$ cat src/rtl/rrs_pkg.sv
// Shared types for the resolver read sequencer.
// Assumes: none; declarations only.
package rrs_pkg;

    // Sequencer states, one per timed interval plus idle and capture.
    typedef enum logic [2:0] {
        ST_IDLE       = 3'd0,
        ST_SMP_PULSE  = 3'd1,
        ST_SMP_WAIT   = 3'd2,
        ST_SETUP      = 3'd3,
        ST_READ_WAIT  = 3'd4,
        ST_CAPTURE    = 3'd5,
        ST_RECOVER    = 3'd6
    } rrs_state_e;

    // Mode codes: bit 1 set selects the combined read.
    localparam logic [1:0] MODE_VEL = 2'b00;
    localparam logic [1:0] MODE_POS = 2'b01;

endpackage

$ cat src/rtl/rrs_timer.sv
// Interval down-counter for the sequencer.
// Loads a value on request and counts down to zero, then holds.
// Assumes: the load value is the interval length minus one.
module rrs_timer #(
    parameter int CNT_W = 8
) (
    input  logic             clk,
    input  logic             rst_n,
    input  logic             load_i,
    input  logic [CNT_W-1:0] load_val_i,
    output logic             zero_o
);

    logic [CNT_W-1:0] cnt_q;

    // Count register: load, else decrement until zero.
    always_ff @(posedge clk) begin
        if (!rst_n) begin
            cnt_q <= '0;
        end else if (load_i) begin
            cnt_q <= load_val_i;
        end else if (cnt_q != '0) begin
            cnt_q <= cnt_q - 1'b1;
        end
    end

    assign zero_o = (cnt_q == '0);

endmodule

$ cat src/rtl/rrs_fsm.sv
// Transaction state machine for the resolver read sequencer.
// Steps through sample pulse, settle, select setup, read, capture and
// recovery; repeats setup..recovery once for the combined mode.
// Assumes: every length parameter is already at least one.
module rrs_fsm
    import rrs_pkg::*;
#(
    parameter int CNT_W   = 8,
    parameter int SMP_LEN = 1,
    parameter int S2R_LEN = 1,
    parameter int SU_LEN  = 1,
    parameter int RD_LEN  = 1,
    parameter int REC_LEN = 1
) (
    input  logic             clk,
    input  logic             rst_n,
    input  logic             start_i,
    input  logic [1:0]       mode_i,
    input  logic             tmr_zero_i,
    output rrs_state_e       state_o,
    output logic             tmr_load_o,
    output logic [CNT_W-1:0] tmr_val_o,
    output logic             accept_o,
    output logic             capture_o,
    output logic             commit_o,
    output logic             sel_o,
    output logic             done_o
);

    rrs_state_e state_q, state_d;
    logic       sel_q;
    logic       second_q;
    logic       done_q;
    logic       last_rec;

    assign last_rec = (state_q == ST_RECOVER) && tmr_zero_i;

    // Next state and timer load for the current interval.
    always_comb begin
        state_d    = state_q;
        tmr_load_o = 1'b0;
        tmr_val_o  = '0;
        accept_o   = 1'b0;
        capture_o  = 1'b0;
        case (state_q)
            ST_IDLE: begin
                if (start_i) begin
                    accept_o   = 1'b1;
                    state_d    = ST_SMP_PULSE;
                    tmr_load_o = 1'b1;
                    tmr_val_o  = CNT_W'(SMP_LEN - 1);
                end
            end
            ST_SMP_PULSE: begin
                if (tmr_zero_i) begin
                    state_d    = ST_SMP_WAIT;
                    tmr_load_o = 1'b1;
                    tmr_val_o  = CNT_W'(S2R_LEN - 1);
                end
            end
            ST_SMP_WAIT: begin
                if (tmr_zero_i) begin
                    state_d    = ST_SETUP;
                    tmr_load_o = 1'b1;
                    tmr_val_o  = CNT_W'(SU_LEN - 1);
                end
            end
            ST_SETUP: begin
                if (tmr_zero_i) begin
                    state_d    = ST_READ_WAIT;
                    tmr_load_o = 1'b1;
                    tmr_val_o  = CNT_W'(RD_LEN - 1);
                end
            end
            ST_READ_WAIT: begin
                if (tmr_zero_i) begin
                    state_d = ST_CAPTURE;
                end
            end
            ST_CAPTURE: begin
                capture_o  = 1'b1;
                state_d    = ST_RECOVER;
                tmr_load_o = 1'b1;
                tmr_val_o  = CNT_W'(REC_LEN - 1);
            end
            ST_RECOVER: begin
                if (tmr_zero_i) begin
                    if (second_q) begin
                        state_d    = ST_SETUP;
                        tmr_load_o = 1'b1;
                        tmr_val_o  = CNT_W'(SU_LEN - 1);
                    end else begin
                        state_d = ST_IDLE;
                    end
                end
            end
            default: state_d = ST_IDLE;
        endcase
    end

    // State register.
    always_ff @(posedge clk) begin
        if (!rst_n) begin
            state_q <= ST_IDLE;
        end else begin
            state_q <= state_d;
        end
    end

    // Select line and pending second read; select is set at acceptance.
    always_ff @(posedge clk) begin
        if (!rst_n) begin
            sel_q    <= 1'b1;
            second_q <= 1'b0;
        end else if (accept_o) begin
            sel_q    <= (mode_i != MODE_VEL);
            second_q <= mode_i[1];
        end else if (last_rec && second_q) begin
            sel_q    <= 1'b0;
            second_q <= 1'b0;
        end
    end

    // Completion pulse after the final recovery interval.
    always_ff @(posedge clk) begin
        if (!rst_n) begin
            done_q <= 1'b0;
        end else begin
            done_q <= last_rec && !second_q;
        end
    end

    assign commit_o = last_rec && !second_q;
    assign state_o  = state_q;
    assign sel_o    = sel_q;
    assign done_o   = done_q;

endmodule

$ cat src/rtl/rrs_capture.sv
// Result staging and commit for the resolver read sequencer.
// Captured words wait in staging registers and reach the outputs only
// on commit, so the outputs change once per transaction.
// Assumes: clear and capture never coincide; commit follows all captures.
module rrs_capture #(
    parameter int DATA_W = 12
) (
    input  logic              clk,
    input  logic              rst_n,
    input  logic              clear_i,
    input  logic              capture_i,
    input  logic              cap_pos_i,
    input  logic [DATA_W-1:0] bus_i,
    input  logic              commit_i,
    output logic [DATA_W-1:0] pos_word_o,
    output logic [DATA_W-1:0] vel_word_o,
    output logic              pos_fresh_o,
    output logic              vel_fresh_o
);

    logic [DATA_W-1:0] pos_stage_q, vel_stage_q;
    logic              pos_got_q, vel_got_q;

    // Staging: clear the got-flags at acceptance, fill on each capture.
    always_ff @(posedge clk) begin
        if (!rst_n) begin
            pos_stage_q <= '0;
            vel_stage_q <= '0;
            pos_got_q   <= 1'b0;
            vel_got_q   <= 1'b0;
        end else if (clear_i) begin
            pos_got_q <= 1'b0;
            vel_got_q <= 1'b0;
        end else if (capture_i) begin
            if (cap_pos_i) begin
                pos_stage_q <= bus_i;
                pos_got_q   <= 1'b1;
            end else begin
                vel_stage_q <= bus_i;
                vel_got_q   <= 1'b1;
            end
        end
    end

    // Output registers: refreshed words and flags appear on commit only.
    always_ff @(posedge clk) begin
        if (!rst_n) begin
            pos_word_o  <= '0;
            vel_word_o  <= '0;
            pos_fresh_o <= 1'b0;
            vel_fresh_o <= 1'b0;
        end else if (commit_i) begin
            if (pos_got_q) begin
                pos_word_o <= pos_stage_q;
            end
            if (vel_got_q) begin
                vel_word_o <= vel_stage_q;
            end
            pos_fresh_o <= pos_got_q;
            vel_fresh_o <= vel_got_q;
        end
    end

endmodule

$ cat src/rtl/resolver_read_seq.sv
// Host-side read sequencer for a sampled position/velocity port.
// Runs sample strobe, settle, select setup, strobed read and recovery,
// with every interval a parameter in system-clock cycles (minimum 1).
// Assumes: bus_i is valid DV_CYC cycles after the strobes fall.
module resolver_read_seq
    import rrs_pkg::*;
#(
    parameter int DATA_W   = 12,
    parameter int SMP_CYC  = 35,
    parameter int S2R_CYC  = 100,
    parameter int SU_CYC   = 1,
    parameter int DV_CYC   = 3,
    parameter int HOLD_CYC = 1,
    parameter int REC_CYC  = 2
) (
    input  logic              clk,
    input  logic              rst_n,
    input  logic              start_i,
    input  logic [1:0]        mode_i,
    input  logic [DATA_W-1:0] bus_i,
    output logic              sample_o,
    output logic              cs_n_o,
    output logic              rd_n_o,
    output logic              pos_sel_o,
    output logic              busy_o,
    output logic              done_o,
    output logic [DATA_W-1:0] pos_word_o,
    output logic [DATA_W-1:0] vel_word_o,
    output logic              pos_fresh_o,
    output logic              vel_fresh_o
);

    localparam int SMP_LEN = (SMP_CYC < 1) ? 1 : SMP_CYC;
    localparam int S2R_LEN = (S2R_CYC < 1) ? 1 : S2R_CYC;
    localparam int SU_LEN  = (SU_CYC  < 1) ? 1 : SU_CYC;
    localparam int DV_LEN  = (DV_CYC  < 1) ? 1 : DV_CYC;
    localparam int HD_LEN  = (HOLD_CYC < 1) ? 1 : HOLD_CYC;
    localparam int REC_LEN = (REC_CYC < 1) ? 1 : REC_CYC;
    localparam int RD_LEN  = (DV_LEN > HD_LEN) ? DV_LEN : HD_LEN;
    localparam int MAX_A   = (SMP_LEN > S2R_LEN) ? SMP_LEN : S2R_LEN;
    localparam int MAX_B   = (SU_LEN > RD_LEN) ? SU_LEN : RD_LEN;
    localparam int MAX_C   = (MAX_A > MAX_B) ? MAX_A : MAX_B;
    localparam int MAX_LEN = (MAX_C > REC_LEN) ? MAX_C : REC_LEN;
    localparam int CNT_W   = $clog2(MAX_LEN + 1);

    rrs_state_e       state;
    logic             tmr_load, tmr_zero;
    logic [CNT_W-1:0] tmr_val;
    logic             accept, capture, commit, sel;
    logic             strobe_low;

    rrs_timer #(.CNT_W(CNT_W)) u_timer (
        .clk        (clk),
        .rst_n      (rst_n),
        .load_i     (tmr_load),
        .load_val_i (tmr_val),
        .zero_o     (tmr_zero)
    );

    rrs_fsm #(
        .CNT_W   (CNT_W),
        .SMP_LEN (SMP_LEN),
        .S2R_LEN (S2R_LEN),
        .SU_LEN  (SU_LEN),
        .RD_LEN  (RD_LEN),
        .REC_LEN (REC_LEN)
    ) u_fsm (
        .clk        (clk),
        .rst_n      (rst_n),
        .start_i    (start_i),
        .mode_i     (mode_i),
        .tmr_zero_i (tmr_zero),
        .state_o    (state),
        .tmr_load_o (tmr_load),
        .tmr_val_o  (tmr_val),
        .accept_o   (accept),
        .capture_o  (capture),
        .commit_o   (commit),
        .sel_o      (sel),
        .done_o     (done_o)
    );

    rrs_capture #(.DATA_W(DATA_W)) u_capture (
        .clk         (clk),
        .rst_n       (rst_n),
        .clear_i     (accept),
        .capture_i   (capture),
        .cap_pos_i   (sel),
        .bus_i       (bus_i),
        .commit_i    (commit),
        .pos_word_o  (pos_word_o),
        .vel_word_o  (vel_word_o),
        .pos_fresh_o (pos_fresh_o),
        .vel_fresh_o (vel_fresh_o)
    );

    // Port strobes decoded from the registered state.
    always_comb begin
        strobe_low = (state == ST_READ_WAIT) || (state == ST_CAPTURE);
        sample_o   = (state == ST_SMP_PULSE);
        cs_n_o     = !strobe_low;
        rd_n_o     = !strobe_low;
        busy_o     = (state != ST_IDLE);
        pos_sel_o  = sel;
    end

endmodule

$ cat config.mk
export PLATFORM = sky130hd
export DESIGN_NAME = resolver_read_seq
export DESIGN_NICKNAME = d
export VERILOG_FILES = /design/src/rtl/rrs_pkg.sv /design/src/rtl/rrs_timer.sv /design/src/rtl/rrs_fsm.sv /design/src/rtl/rrs_capture.sv /design/src/rtl/resolver_read_seq.sv
export SDC_FILE = /design/constraint.sdc
export NUM_CORES = 1
export LEC_CHECK = 0
export BUFFER_PORTS_ARGS = -buffer_cell sky130_fd_sc_hd__buf_2
export CORE_ASPECT_RATIO = 1.1
export CORE_UTILIZATION = 50
export CTS_CLUSTER_SIZE = 10
export DETAILED_ROUTE_END_ITERATION = 12
export PLACE_DENSITY = 0.82
export SLEW_MARGIN = 40
export SYNTH_ARGS = -nofsm -noshare
export SYNTH_HDL_FRONTEND = slang
export SYNTH_SLANG_ARGS = --single-unit
$ cat constraint.sdc
create_clock -name clk -period 2.5 [get_ports clk]
set_input_delay 0.75 -clock clk [delete_from_list [all_inputs] [get_ports clk]]
set_output_delay 0.75 -clock clk [all_outputs]
set_load 0.01 [all_outputs]
==> impl_metrics.toml <==
[timing]
report.final.setup_viol = 0
slew_viol_final = 0
max_freq_mhz = 466.8
slew_headroom = 0.5058
whs_ns = 0.4539
hold_viol = 0
fin_skew_ns = 0.007676
tightest_slew_ns = 0.7309
rsz0062_at_grt = "false"
finalSetupTns_ns = 0
period_share = 0.8569
setup_slack_ns = 0.3577
min_period_ns = 2.142

[global_routing]
grt_pass1_wl_mm = 9.321
grt_max_degree = 49
grt_antenna_before_repair = 0
grt_pass1_vias = 1954
grtUsageTotal = 0.2168
overflow = 0

[finish]
fillers = 431
area_growth_pct = 16.74
layout-drive-gt1-share = 0.2153
multi_input_area_um2 = 1230
regArea_um2 = 1301
fin_nets = 368
n_antenna_cell = 0

[floorplan]
rows = 27
io_pins = 49
dieArea_um2 = 5603
core_area_um2 = 5067
die_h_um = 78.41
die_w_um = 71.46
start_util = 0.5237

[placement]
gp_congestion = 0.8502
io_buffers = 48
hpwl_mm = 3.951
dp_slack_ns = 0.4002

[synth]
synth_cell_types = 40
synth_top_cell_by_area = "dfxtp_1"
synth.most_common_cell = "dfxtp_1"
synth_cells = 305
synth_common_cells = "dfxtp_1, nand2_1, nor2_1"
synthArstFlopShare = 0
synth_warnings = 0
synthTopCellsByArea = "dfxtp_1, mux2i_1, nand2_1"
synth_top_area_frac = 0.4903
ys_seq_area_frac = 0.4903
synth_edf_count = 0
synth_flop_cell = "dfxtp_1"
synth-seq-cells = 65
syn_nets = 324
synth.cell_area_um2 = 2654
avgSynthCellArea_um2 = 8.701

[detailed_routing]
ant_nets = 0
totalWireLength_mm = 5.627
post_drt_wl_per_cell_um = 13.69
drt-initial-drc-count = 163
vias = 2247
first_pass_iters = 4
drc = 0
drt-vias-per-instance = 5.467

[pwr]
power.density_nw_per_um2 = 859.3
leakage_nw = 1.191
power.total_mw = 2.662
peakVddDrop_mv = 0.7045

[worst_setup_path]
path_max_fanout = 16
cp.arrival_ns = 1.39
crit_path_top_delay_cell = "dfxtp_1"
critPathLaunchType = "flop"
worstSetupPathType = "flop to output pin"
path_cells = "inv_1 > nand2_1 > buf_2"
max_stage_delay_ns = 0.62
rrSetupSlack_ns = 0.39
crit_required_ns = 1.75
cp-end-kind = "output pin"

[clock_network]
clockBufferDepth = 2
cts_tree = "built"
path_clk_slew_ns = 0.07
clk_latency_ns = 0.34
cts_made_buffers = 9
post_cts_buffers = 0
post_cts_resized = 0
cts-root-buf = "clkbuf_8"
cts-htree-levels = 3
cts_hold_buf = 0
cts.sinks = 65

[min_path]
hp-class = "flop to flop"

[run_status]
status = "complete, no violations"

[run]
maxCapViolCount = 0
kinds of logic (layout without fill, tap and decap cells):
kind of cell / after synthesis / in the layout / synth area share
mux: 26 / 26 / 0.09854
xor+xnor: 2 / 2 / 0.006602
simple gates: 133 / 133 / 0.2334
buf+inv: 25 / 73 / 0.04620
fa+ha+maj: 2 / 2 / 0.009428
flops: 65 / 65 / 0.4903
compound gates: 52 / 52 / 0.1155
critical path, delay by kind of cell, from the launching register on:
kind,cells,cell delay (ns)
flip-flops,1,0.62
buffers and inverters,2,0.34
AND/OR/NAND/NOR,1,0.09
registers in the layout (all words and copies together), names as in the netlist:
register,cells
u_capture.pos_fresh_o,1
u_capture.pos_got_q,1
u_capture.pos_stage_q,12
u_capture.pos_word_o,12
u_capture.vel_fresh_o,1
u_capture.vel_got_q,1
u_capture.vel_stage_q,12
u_capture.vel_word_o,12
u_fsm.done_o,1
u_fsm.second_q,1
u_fsm.sel_o,1
u_fsm.state_o,3
u_timer.cnt_q,7
power breakdown:
part | internal [mW] | total, mW | switching [mW]
registers | 1.09 | 1.18 | 0.0846
clock network | 0.480 | 0.864 | 0.385
logic | 0.261 | 0.620 | 0.359
per-layer routing:
metal / track usage / wire [µm] / up-vias
met3: 0.06675 / 308 / 10
met2: 0.3152 / 2502 / 56
li1: - / - / 1137
met5: 0 / 0 / -
met1: 0.2974 / 2732 / 1044
met4: 0.09216 / 84 / 0
path summary, 6_finish.rpt:
check                           cells after the start                  start                       end
worst min register to register                      2  u_capture.pos_fresh_o     u_capture.pos_fresh_o
worst max-delay path                                3       u_fsm.state_o[2]                    busy_o
worst min-delay path                                2  u_capture.pos_fresh_o     u_capture.pos_fresh_o
worst max register to register                      5       u_timer.cnt_q[2]  u_capture.vel_word_o[10]
metrics by stage:
step | instance area (µm²) | utilization | instances
floorplan | 2654 | - | 305
global placement | 2904 | 0.5731 | 396
detailed placement | 2904 | 0.5731 | 396
CTS | 3098 | 0.6114 | 411
global route | 3098 | 0.6114 | 411
finish | 3098 | 0.6114 | 411
cell type report:
class / instances / area share
sequential: 65 / 0.4200
multi-input combinational: 215 / 0.3970
timing repair buffer: 54 / 0.09208
clock buffer: 10 / 0.04443
tap: 58 / 0.02342
clock inverter: 5 / 0.01817
inverter: 4 / 0.004847
placed cells by master (no fill, tap or decap), types with 2 or more instances in the layout:
cell type / synthesis / final
and3_1: 2 / 2
inv_1: 3 / 3
nor2b_1: 4 / 4
a21oi_1: 28 / 28
nor4_1: 3 / 3
nand4_1: 2 / 2
nor3_1: 6 / 6
nor2_1: 33 / 33
buf_4: 1 / 6
mux2i_1: 25 / 25
o21ai_0: 11 / 11
nand3_1: 5 / 5
nor4b_1: 2 / 2
clkbuf_8: 0 / 10
a31oi_1: 3 / 3
nand4b_1: 2 / 2
or4_1: 2 / 2
nor4_4: 2 / 2
ha_1: 2 / 2
dfxtp_1: 65 / 65
nand2_1: 64 / 64
buf_2: 2 / 48
xnor2_1: 2 / 2
nand2b_1: 3 / 3
clkinv_2: 0 / 2
No activity file was read; power rests on OpenSTA's default activity.
